--- src/rtl/serial_cfg_port.sv ---
module serial_cfg_port #(
  parameter int NUM_LVL   = 8,
  parameter int FRAME_LEN = 16
) (
  input  logic                   clk,
  input  logic                   rst_n,
  input  logic                   cs_n,
  input  logic                   sclk,
  input  logic                   sdi,
  input  logic                   addr_strap,
  output logic                   auto_clk,
  output logic [1:0]             tdm_sel,
  output logic [2:0]             fmt_sel,
  output logic                   tim_run,
  output logic                   slow_rolloff,
  output logic [1:0]             speed_sel,
  output logic [1:0]             deemph_sel,
  output logic                   soft_mute,
  output logic [3:0]             pwr_dac,
  output logic                   zero_pol,
  output logic [8*NUM_LVL-1:0]   level_codes,
  output logic [7:0]             invert,
  output logic [7:0]             zmask_a,
  output logic [7:0]             zmask_b,
  output logic [3:0]             deemph_en
);
  localparam int CW        = $clog2(FRAME_LEN + 2);
  localparam int LVL_BASE  = 3;
  localparam int INV_ADDR  = LVL_BASE + NUM_LVL;
  localparam int ZA_ADDR   = INV_ADDR + 1;
  localparam int ZB_ADDR   = INV_ADDR + 2;
  localparam int DEM_ADDR  = INV_ADDR + 3;

  logic cs_m, cs_s, cs_d, ck_m, ck_s, ck_d, sd_m, sd_s;
  logic [FRAME_LEN-1:0] shreg;
  logic [CW-1:0]        bitcnt;

  always_ff @(posedge clk or negedge rst_n)
    if (!rst_n) begin
      {cs_m, cs_s, cs_d} <= 3'b111;
      {ck_m, ck_s, ck_d} <= 3'b111;
      {sd_m, sd_s}       <= 2'b00;
    end else begin
      {cs_m, cs_s, cs_d} <= {cs_n, cs_m, cs_s};
      {ck_m, ck_s, ck_d} <= {sclk, ck_m, ck_s};
      {sd_m, sd_s}       <= {sdi, sd_m};
    end

  wire cs_fall = !cs_s && cs_d;
  wire cs_rise = cs_s && !cs_d;
  wire ck_rise = ck_s && !ck_d;

  always_ff @(posedge clk or negedge rst_n)
    if (!rst_n) begin
      shreg  <= '0;
      bitcnt <= '0;
    end else if (cs_fall) begin
      bitcnt <= '0;
    end else if (!cs_s && ck_rise) begin
      shreg <= {shreg[FRAME_LEN-2:0], sd_s};
      if (bitcnt != '1) bitcnt <= bitcnt + 1'b1;
    end

  wire [4:0] wa = shreg[12:8];
  wire [7:0] wd = shreg[7:0];
  wire wr_en = cs_rise && (bitcnt == CW'(FRAME_LEN)) && (shreg[15] == addr_strap)
               && shreg[14] && shreg[13] && (wa <= 5'(DEM_ADDR));

  always_ff @(posedge clk or negedge rst_n)
    if (!rst_n) begin
      auto_clk     <= 1'b1;
      tdm_sel      <= 2'd0;
      fmt_sel      <= 3'd2;
      tim_run      <= 1'b1;
      slow_rolloff <= 1'b0;
      speed_sel    <= 2'd0;
      deemph_sel   <= 2'd1;
      soft_mute    <= 1'b0;
      pwr_dac      <= 4'hF;
      zero_pol     <= 1'b0;
      invert       <= '0;
      zmask_a      <= '0;
      zmask_b      <= '0;
      deemph_en    <= '0;
    end else if (wr_en) begin
      case (wa)
        5'd0: begin
          auto_clk   <= wd[7];
          tdm_sel    <= wd[6:5];
          fmt_sel    <= wd[4:2];
          pwr_dac[0] <= wd[1];
          tim_run    <= wd[0];
        end
        5'd1: begin
          slow_rolloff <= wd[5];
          speed_sel    <= wd[4:3];
          deemph_sel   <= wd[2:1];
          soft_mute    <= wd[0];
        end
        5'd2: begin
          pwr_dac  <= {wd[7:5], wd[1]};
          zero_pol <= wd[2];
        end
        5'(INV_ADDR): invert    <= wd;
        5'(ZA_ADDR):  zmask_a   <= wd;
        5'(ZB_ADDR):  zmask_b   <= wd;
        5'(DEM_ADDR): deemph_en <= wd[3:0];
        default: ;
      endcase
    end

  for (genvar g = 0; g < NUM_LVL; g++) begin : g_lvl
    logic [7:0] lvl_q;
    always_ff @(posedge clk or negedge rst_n)
      if (!rst_n) lvl_q <= 8'hFF;
      else if (wr_en && wa == 5'(LVL_BASE + g)) lvl_q <= wd;
    assign level_codes[8*g +: 8] = lvl_q;
  end
endmodule

--- config.mk ---
export PLATFORM = sky130hd
export DESIGN_NAME = serial_cfg_port
export DESIGN_NICKNAME = d
export VERILOG_FILES = /design/src/rtl/serial_cfg_port.sv
export SDC_FILE = /design/constraint.sdc
export NUM_CORES = 1
export LEC_CHECK = 0
export BUFFER_PORTS_ARGS = -buffer_cell sky130_fd_sc_hd__buf_2
export CAP_MARGIN = 20
export CORE_UTILIZATION = 40
export CTS_BUF_LIST = sky130_fd_sc_hd__clkbuf_4
export DETAILED_ROUTE_END_ITERATION = 7
export GPL_TIMING_DRIVEN = 0
export HOLD_SLACK_MARGIN = 0.12
export PLACE_DENSITY = 0.61
export SLEW_MARGIN = 20
export SYNTH_ARGS = -nofsm -noshare
export SYNTH_HDL_FRONTEND = slang
export SYNTH_SLANG_ARGS = --single-unit
--- constraint.sdc ---
create_clock -name clk -period 2.02 [get_ports clk]
set_clock_uncertainty 0.05 [all_clocks]
set_input_delay 0.303 -clock clk [delete_from_list [all_inputs] [get_ports clk]]
set_output_delay 0.303 -clock clk [all_outputs]
set_load 0.005 [all_outputs]
# Word-level counts from Yosys, hierarchy flattened

Cells that the tools add are included.

Bits in registers: 139

Equality and inequality tests: 17
Magnitude comparators: 1
Bitwise logic cells: 1
Add/subtract/negate cells: 1
Reductions and logical operators: 34
Multiplexer cells: 3

Operator list:

| kind                  | count |
|---|---|
| $eq A5 B4 Y1 const B  | 7 |
| $eq A5 B3 Y1 const B  | 4 |
| $reduce_and A2 Y1     | 10 |
| $logic_and A1 B1 Y1   | 17 |
| $mux W5               | 3 |
| $eq A5 B2 Y1 const B  | 2 |
| $add A5 B1 Y5 const B | 1 |
| $eq A5 B1 Y1 const B  | 1 |
| $eq A5 B5 Y1 const B  | 1 |
| $le A5 B4 Y1 const B  | 1 |
| $logic_not A5 Y1      | 1 |
| $ne A5 B5 Y1 const B  | 1 |
| $reduce_bool A2 Y1    | 2 |
| $logic_not A1 Y1      | 3 |
| $reduce_or A2 Y1      | 1 |
| $eq A1 B1 Y1          | 1 |
| $not A1 Y1            | 1 |

# Depth between registers and ports, before layout

Gate-level depths: netlist (run 1).

Depth after elaboration: 8
Mapped depth: 7
Gate-level depth less buffers: 7

# Worst setup path after synthesis (run 1)

No wires, ideal clock.

Kind: reg-to-reg
Start point: register bitcnt[0]
End point: register zmask_a[0]
Path slack: 0.010 ns
Library setup time: 0.125 ns
Cell stages (with the launch flop): 7
Clock period less this slack: 2.010 ns
Arrival: 1.836 ns
Path through: dfrtp_1 > inv_1 > ha_1 > and4b_1 > nand2_1 > nor4_4 > mux2_2

Cells in the longest elaborated chain, start to end: 7

Ends and longest elaborated chain:

| element                            | line | RTL |
|---|---|---|
| from (decl)                        | 36   | `logic [CW-1:0] bitcnt;` |
| from (signal assigned)             | 61   | `if (bitcnt != '1) bitcnt <= bitcnt + 1'b1;` |
| $eq A5 B5 Y1                       | 66   | `wire wr_en = cs_rise && (bitcnt == CW'(FRAME_LEN)) && (shreg[15] == addr_strap)` |
| $logic_and A1 B1 Y1 (2 in a row)   | 66   |  |
| $logic_and A1 B1 Y1 (3 in a row)   | 67   | `&& shreg[14] && shreg[13] && (wa <= 5'(DEM_ADDR));` |
| $reduce_and A2 Y1 (no source line) | -    |  |
| to (signal assigned)               | 105  | `5'(ZA_ADDR): zmask_a <= wd;` |
| to (decl)                          | 23   | `output logic [7:0] zmask_a,` |

Every way passes these cells.
A chain may end at the register's enable or synchronous reset.

# Worst setup path in the final report (run 1)

Start point: register bitcnt[1]
End point: register speed_sel[1]

Cells in the longest elaborated chain, start to end: 7

Ends and longest elaborated chain:

| element                            | line | RTL |
|---|---|---|
| $eq A5 B5 Y1                       | 66   |  |
| $logic_and A1 B1 Y1 (2 in a row)   | 66   |  |
| $logic_and A1 B1 Y1 (3 in a row)   | 67   |  |
| $reduce_and A2 Y1 (no source line) | -    |  |
| to (signal assigned)               | 96   | `speed_sel <= wd[4:3];` |
| to (decl)                          | 16   | `output logic [1:0] speed_sel,` |

Every way passes these cells.

==> results.ini, run 1 <==
[place]
port_buffers = 115
dp_hpwl_mm = 7.837
placed_cell_area_um2 = 6280
place_congestion = 0.7505

[clocking]
cts_tree = yes
insertion_delay_ns = 0.54
clockRootBuffer = clkbuf_4
clock_sinks = 139
cts_buffers = 17
clkSlewWorstSetupHoldPaths_ns = 0.12
clk_path_buf_depth = 2
cts.htree.levels = 4

[global_routing]
grt_usage_pct = 17.85
grt_pass1_wl_mm = 18.68
grt_antenna_before_repair = 0
grt.overflow.total = 0
grt_pass1_vias = 3307
grt_max_degree = 75

[synthesis]
ys_types = 28
yosys.area.top_type = dfstp_2
synth.net_count = 338
synth.cell_area_um2 = 5446
synth_top_family_by_area = multiplexers
synth_top_area_share_pct = 37.63
yosys.area_share.simple_pct = 5.835
ys_warn_count = 0
synth_xor_area_share_pct = 0.6432
ys_seq_area_share_pct = 65.66
ys_top_cells_by_area = dfstp_2 (38%), dfrtp_1 (28%), mux2_2 (26%)
synth_mux_area_share_pct = 26.23
synthAdderAreaFrac_pct = 0.6892
synth.avg_cell_area_um2 = 16.55
ys_seq_elements = 139
synth-compound-area-share_pct = 0.09189
synthesis.instances = 329

[drt]
first_iter_violations = 122
ant_nets = 0
wire_per_inst_um = 17.59
via_per_inst = 4.849
wl_mm = 12.10
route.detailed.drc = 0
vias = 3336
first_pass_iters = 4

[worst_setup_path]
startpoint_type = flop
path_delay_family = simple AND/OR/NAND/NOR gates
cp-end-kind = flop
cp_max_fo = 5
max_stage_delay_ns = 0.42
critical_path_class = flop to flop
arrival_ns = 2.38
path_cells = inv_2, ha_4, and4b_2, nand4_1, buf_4, nor2_4, buf_12, mux2_4
cpMaxStageDelayCell = dfrtp_1
crit_buf_inv = 3
cp.required_ns = 2.39

[timing]
finalHoldViolations = 0
period_minus_slack_ns = 2.010
worstMarginPinSlew_ns = 0.7062
finalCritPeriodShare_pct = 99.48
finalMaxSlewViolations = 0
setup_violations = 0
rsz0062_at_grt = true
slew_headroom_pct = 52.92
max_freq_mhz = 497.6

[pwr]
leakage_nw = 3.551
power_density_nw_per_um2 = 721.8
ir_worst_vdd_mv = 0.4463

[final_layout]
area_delta_synth_final_pct = 35.03
final_util_pct = 55.54
nets = 508
drive_gt1_share_pct = 80.86
antenna_cells = 0
design_area_um2 = 7355

[floorplanning]
dieArea_um2 = 14090
coreArea_um2 = 13240
dieWidth_um = 118.7
die_y_um = 118.7
io_pins = 116
rows = 42
initial_core_util_pct = 41.13

[min_path]
hold_path.class = primary input to async pin

[outcome]
status = complete, no violations

[run]
timing.max_cap.violations = 0

-- through the flow --
stage | instances | hold slack [ns] | power (mW) | setup TNS [ns] | setup slack (ns)
floorplan | 329 | -0.04259 | 3.082 | 0 | 0.009663
global placement | 620 | 0.2851 | 3.288 | -121.63 | -1.181
detailed placement | 621 | 0.2285 | 3.307 | -22.79 | -0.3888
CTS | 681 | 0.2147 | 5.347 | -0.7962 | -0.05857
global route | 688 | 0.2238 | 5.541 | -1.750 | -0.1053
finish | 688 | 0.2438 | 5.309 | 0 | 0.01048
-- power breakdown --
| part | internal (mW) | switching, mW |
|---|---|---|
| registers | 2.85 | 0.0952 |
| logic | 0.124 | 0.262 |
| clock network | 0.977 | 1.00 |
-- worst reg2reg max path: stages (launching register included) --
cell and delay [ns]:
dfrtp_1 0.42, inv_2 0.09, ha_4 0.13, and4b_2 0.26
nand4_1 0.18, buf_4 0.20, nor2_4 0.12, buf_12 0.14
mux2_4 0.29
-- state kept, by name, summed over array words and instances (netlist names), 3 cells and up --
signal,cells
pwr_dac,4
deemph_en,4
zmask_a,8
zmask_b,8
g_lvl.lvl_q,64
fmt_sel,3
invert,8
shreg,16
bitcnt,5
-- cells in the final DEF, fill, tap and decap left out, types with 2 or more instances in the layout --
master         netlist  layout
bufinv_16            0       4
xnor2_2              0       2
buf_1                8       8
buf_12               0       8
nor4bb_1             2       2
dlygate4sd3_1        0       4
buf_6                0      10
nand2b_1             2       2
clkinvlp_4           0       6
nor2_4               0      12
nor2_1               9       7
buf_4                0      14
mux2_4               0      45
nand4_1              4       4
mux2_2             126      81
inv_2                0       2
clkbuf_4             0      17
xor2_1               2       2
ha_4                 0       3
nor4b_4              0       2
dfrtp_1             61      61
nand2_1              4       3
nor4_4               2       3
clkinv_4             0       3
dfstp_2             78      78
buf_2                1     115
-- path summary, 6_finish.rpt --
path | start | to | slack, ns | cells after the start
setup / recovery | bitcnt[1] | speed_sel[1] | 0.01 | 8
hold / removal | rst_n | soft_mute | 0.24 | 2
setup reg to reg | bitcnt[1] | speed_sel[1] | 0.01 | 8
hold reg to reg | sd_m | sd_s | 0.32 | 0
max in group asynchronous | rst_n | g_lvl[6].lvl_q[6] | 0.93 | 3
min in group clk | sd_m | sd_s | 0.32 | 0
-- logic make-up after synthesis --
logic type / count (synthesis)
XOR/XNOR: 4
AND/OR/NAND/NOR: 43
adder cells (fa/ha/maj): 3
multiplexers: 127
buffers and inverters: 12
AO/OA/AOI/OAI: 1
flip-flops: 139
-- Yosys cell counts, drive strengths merged --
master	n
dfstp	78
nand3b	1
nand2b	2
and3	1
a21oi	1
nand4	4
and4b	1
nand2	4
mux2i	1
nor4	3
or2	1
nor3b	1
nor4bb	2
nor4b	3
clkbuf	1
inv	2
nor2	19
mux2	126
buf	9
ha	3
xnor2	2
dfrtp	61
nor2b	1
xor2	2
-- metal layers --
| metal | share of wire, % | GRT usage, % | wire, um |
|---|---|---|---|
| met3 | 5.8 | 5.647 | 698 |
| met2 | 47 | 27.78 | 5748 |
| met1 | 45 | 23.13 | 5440 |
| met5 | 0 | 0 | 0 |
| met4 | 1.8 | 7.120 | 214 |
-- what timing repair did --
action / CTS / global route
gates cloned: 0 / 0
pin swaps: 11 / 12
hold endpoints to repair: 115 / 0
hold buffers: 4 / 0
setup buffers: 24 / 9
resized for setup: 28 / 59
endpoints found under the setup margin: 124 / 95
-- final cells by class --
cell class | count | area (um2)
plain buffers | 9 | 35.03
clock buffers | 17 | 127.6
clock inverters | 15 | 200.2
fillers | 1113 | 5888
inverters | 2 | 7.507
multi-input cells | 178 | 2157
flip-flops and latches | 139 | 3576
well taps | 176 | 220.2
repair buffers | 152 | 1031
Note: power is estimated with default switching activity, not from simulation.
==> run 2, diff against run 1 <==
Settings changed: SETUP_SLACK_MARGIN from default to 0.3.
Clock period 2.02 ns to 1.6 ns, I/O delays scaled along.
==> results.ini, run 2 (same netlist as run 1, synthesis figures left out) <==
[drt]
vias = 3560
wl_mm = 13.78
first_pass_iters = 4
route.detailed.drc = 0
via_per_inst = 4.785
ant_nets = 0
wire_per_inst_um = 18.52
first_iter_violations = 219

[timing]
worstMarginPinSlew_ns = 0.6649
finalMaxSlewViolations = 0
setup_ws_ns = -0.3916
finalCritPeriodShare_pct = 124.5
setup_violations = 115
max_freq_mhz = 502.1
tns_ns = -34.35
finalHoldViolations = 0
period_minus_slack_ns = 1.992
slew_headroom_pct = 55.67
rsz0062_at_grt = true

[global_routing]
grt.overflow.total = 0
grt_usage_pct = 20.29
grt_antenna_before_repair = 0
grt_max_degree = 80
grt_pass1_vias = 3753
grt_pass1_wl_mm = 21.56

[floorplanning]
die_y_um = 118.7
dieArea_um2 = 14090
io_pins = 116
initial_core_util_pct = 41.13
rows = 42
dieWidth_um = 118.7
coreArea_um2 = 13240

[clocking]
cts.htree.levels = 4
clock_sinks = 139
cts_buffers = 17
clkSlewWorstSetupHoldPaths_ns = 0.11
insertion_delay_ns = 0.54
cts_tree = yes
clockRootBuffer = clkbuf_4
clk_path_buf_depth = 2

[worst_setup_path]
crit_buf_inv = 3
r2r_start = cs_s
cpMaxStageDelayCell = dfstp_2
cp_common_cell = buf_6
cp_max_fo = 4
startpoint_type = flop
cp.required_ns = 1.98
critical_path_class = flop to flop
arrival_ns = 2.38
crit_start = cs_s
path_cells = nor3b_4, buf_4, nand2_4, buf_6, nor4_4, buf_6, mux2_4
cp-end-kind = flop
max_stage_delay_ns = 0.56
path_delay_family = flip-flops

[final_layout]
largest_register_ffs = 64
multiInputGateArea_um2 = 2437
area_delta_synth_final_pct = 51.32
regMostFlops = g_lvl.lvl_q
antenna_cells = 0
ff_latch_area_um2 = 3577
design_area_um2 = 8242
fillerInstances = 987
drive_gt1_share_pct = 82.39
final_util_pct = 62.24
reg_top3 = g_lvl.lvl_q: 64 flops, shreg: 16 flops
layout_common_cells = mux2_4 (124), buf_2 (84), dfstp_2 (78)
final_common_cell = mux2_4
nets = 564

[min_path]
hold_path.class = primary input to async pin

[place]
dp_slack_ns = -0.7103
placed_cell_area_um2 = 6347
dp_hpwl_mm = 7.872
port_buffers = 115
place_congestion = 0.7384

[pwr]
power_mw = 6.423
leakage_nw = 3.963
ir_worst_vdd_mv = 0.4950
power_density_nw_per_um2 = 779.3

[run]
timing.max_cap.violations = 0

[outcome]
status = finished, violations left
violations = negative setup slack

==> run 2: cell types whose count changed in the layout (fill, tap and decap cells not counted), moves of 3 or more <==
cell and change:
buf_2 -31, clkinvlp_4 -5, mux2_4 +79, mux2_2 -79, clkinv_2 +3, clkbuf_4 +4, buf_12 +4, clkinv_4 -3
clkinv_1 +3, buf_4 +52, buf_6 +29
==> run 2: final timing paths <==
path | cells after the start | endpoint | slack [ns]
max in group asynchronous | 3 | g_lvl[7].lvl_q[2] | 0.56
min | 2 | zmask_b[3] | 0.17
min in group clk | 2 | cs_m | 0.30
max reg2reg | 7 | deemph_en[0] | -0.39
max | 7 | deemph_en[0] | -0.39
min reg2reg | 0 | ck_s | 0.32
==> run 2: area by class of cell <==
cell class	instances	area share [%]
multi-input cells	178	29.57
inverters	2	0.09109
flip-flops and latches	139	43.40
repair buffers	207	20.49
clock inverters	11	1.245
clock buffers	21	1.913
plain buffers	10	0.6073
well taps	176	2.672
==> run 2: layer usage <==
| metal | global-route usage, % | share of wire [%] | wire (um) | vias to the layer above |
|---|---|---|---|---|
| li1 | - | - | - | 1621 |
| met4 | 6.092 | 1.5 | 202 | 0 |
| met2 | 31.76 | 47 | 6529 | 105 |
| met5 | 0 | 0 | 0 | - |
| met1 | 27.00 | 46 | 6320 | 1817 |
| met3 | 6.274 | 5.3 | 727 | 17 |
==> run 2: repair_timing <==
| action | CTS | global route |
|---|---|---|
| setup endpoints to repair | 241 | 241 |
| hold buffers | 4 | 0 |
| gates cloned | 0 | 1 |
| buffers inserted | 58 | 28 |
| hold endpoints to repair | 83 | 0 |
| resized for setup | 159 | 33 |
| pin swaps | 19 | 16 |
==> run 2: through the flow <==
stage,cells,hold WS [ns]
4_1_cts,715,0.1498
2_1_floorplan,329,-0.1056
5_1_grt,744,0.1591
3_5_place_dp,621,0.1609
3_3_place_gp,620,0.2864
6_report,744,0.1718
==> run 2: power breakdown <==
group / switching (mW) / internal (mW) / total, mW
combinational: 0.346 / 0.202 / 0.547
sequential: 0.130 / 3.59 / 3.72
clock: 1.19 / 0.965 / 2.15
total: 1.66 / 4.76 / 6.42
==> run 3, diff against run 2 <==
Settings changed: REMOVE_ABC_BUFFERS from default to 1, SKIP_LAST_GASP from default to 1.
==> results.ini, run 3 (same netlist as run 1, synthesis figures left out) <==
[pwr]
clkPwrFrac_pct = 33.5
sw_frac_of_total_pct = 25.88
pwr-share-seq_pct = 61.8
ir_worst_vdd_mv = 0.4763
switchingPower_mw = 1.648
leakage_nw = 3.649
p_int_mw = 4.720
pwr-share-comb_pct = 4.6
power_density_nw_per_um2 = 837.3

[global_routing]
grt_usage_pct = 18.38
grt_pass1_wl_mm = 19.17
grt.overflow.total = 0
grt_pass1_vias = 3503
grt_max_degree = 97
grt_antenna_before_repair = 0

[worst_setup_path]
path_delay_family = simple AND/OR/NAND/NOR gates
path_cells = inv_1, ha_1, and4b_2, nand4_1, buf_6, nor2_4, mux2_2
arrival_ns = 2.31
cpMaxStageDelayCell = dfrtp_1
critical_path_class = flop to flop
cp_max_fo = 6
r2r_slack_ns = -0.34
max_stage_delay_ns = 0.43
cp-end-kind = flop
cp.required_ns = 1.97
startpoint_type = flop
crit_buf_inv = 2

[drt]
route.detailed.drc = 0
vias = 3383
wl_mm = 12.49
ant_nets = 0
via_per_inst = 4.854
wire_per_inst_um = 17.92
first_iter_violations = 123
first_pass_iters = 4

[floorplanning]
dieWidth_um = 118.7
rows = 42
io_pins = 116
die_y_um = 118.7
dieArea_um2 = 14090
initial_core_util_pct = 41.13
coreArea_um2 = 13240

[timing]
period_minus_slack_ns = 1.943
finalMaxSlewViolations = 0
worstMarginPinSlew_ns = 0.8883
setup_ws_ns = -0.3434
max_freq_mhz = 514.6
finalCritPeriodShare_pct = 121.5
finalHoldViolations = 0
setup_violations = 115
rsz0062_at_grt = true
slew_headroom_pct = 40.78

[clocking]
insertion_delay_ns = 0.53
clockRootBuffer = clkbuf_4
cts.htree.levels = 4
clock_sinks = 139
cts_buffers = 17
cts_tree = yes
clk_path_buf_depth = 2
clkSlewWorstSetupHoldPaths_ns = 0.12

[place]
dp.cells = 612
dp_hpwl_mm = 7.338
place_congestion = 0.7025
port_buffers = 115
placed_cell_area_um2 = 6261

[final_layout]
final_common_cell = buf_2
nets = 517
regMostFlops = g_lvl.lvl_q
fillerInstances = 1116
area_delta_synth_final_pct = 39.65
finalNonFillerCells = 697
antenna_cells = 0
largest_register_ffs = 64
reg_top3 = g_lvl.lvl_q: 64 flops, shreg: 16 flops
design_area_um2 = 7606
drive_gt1_share_pct = 81.19
layout_common_cells = buf_2 (82), mux2_2 (79), dfstp_2 (78)

[outcome]
violations = negative setup slack
status = finished, violations left

[run]
timing.max_cap.violations = 0

[min_path]
hold_path.class = primary input to flop

[run 3: per-stage QoR]
stage	hold WS [ns]	TNS (ns)	util [%]	power (mW)	setup slack [ns]
global placement	0.2877	-224.90	46.84	4.141	-1.499
detailed placement	0.1005	-68.43	47.28	4.176	-0.7698
global route	0.2407	-40.21	57.44	6.643	-0.4407
finish	0.2891	-31.02	57.44	6.369	-0.3434
floorplan	-0.1056	-37.81	-	3.862	-0.4617
CTS	0.08840	-31.17	55.73	6.433	-0.3287
[run 3: final cells by class]
class	instances	area, um2	area share (%)
clock buffer	21	157.7	2.073
clock inverter	11	105.1	1.382
inverter	2	7.507	0.09870
multi-input combinational	178	2136	28.08
sequential	139	3576	47.01
tap	176	220.2	2.895
timing repair buffer	170	1404	18.46
[run 3: layer usage]
metal	vias up	global-route usage [%]	routed length (um)
met2	97	29.39	6099
li1	1527	-	-
met5	-	0	0
met3	13	5.936	622
met4	0	6.962	166
met1	1746	23.19	5603
[run 3: final timing paths]
| path | from | to | cells past startpoint |
|---|---|---|---|
| max | bitcnt[0] | speed_sel[0] | 7 |
| min | cs_n | cs_m | 2 |
| max reg2reg | bitcnt[0] | speed_sel[0] | 7 |
| min reg2reg | sd_m | sd_s | 0 |
| max in group asynchronous | rst_n | zmask_b[4] | 3 |
| min in group asynchronous | rst_n | g_lvl[7].lvl_q[0] | 2 |
[run 3: power groups by stage]
stage,Sequential (mW),Combinational (mW),Clock (mW)
2_1_floorplan,3.77,0.0880,0
3_5_place_dp,3.99,0.189,0
3_3_place_gp,3.97,0.170,0
5_1_grt,3.96,0.323,2.36
4_1_cts,3.94,0.263,2.23
6_report,3.94,0.296,2.13
[run 3: worst register-to-register path: cells and delay by family (launching register included)]
kind	cells	cell delay (ns)
AND/OR/NAND/NOR	3	0.62
flip-flops	1	0.43
multiplexers	1	0.37
buffers and inverters	2	0.24
adder cells (fa/ha/maj)	1	0.14
[run 3: repair_timing]
| item | CTS | global route |
|---|---|---|
| setup endpoints to repair | 241 | 241 |
| hold buffers | 4 | 2 |
| hold endpoints to repair | 89 | 9 |
| resized for setup | 94 | 22 |
| buffers inserted | 33 | 13 |
| gates cloned | 1 | 0 |
| pin swaps | 16 | 9 |
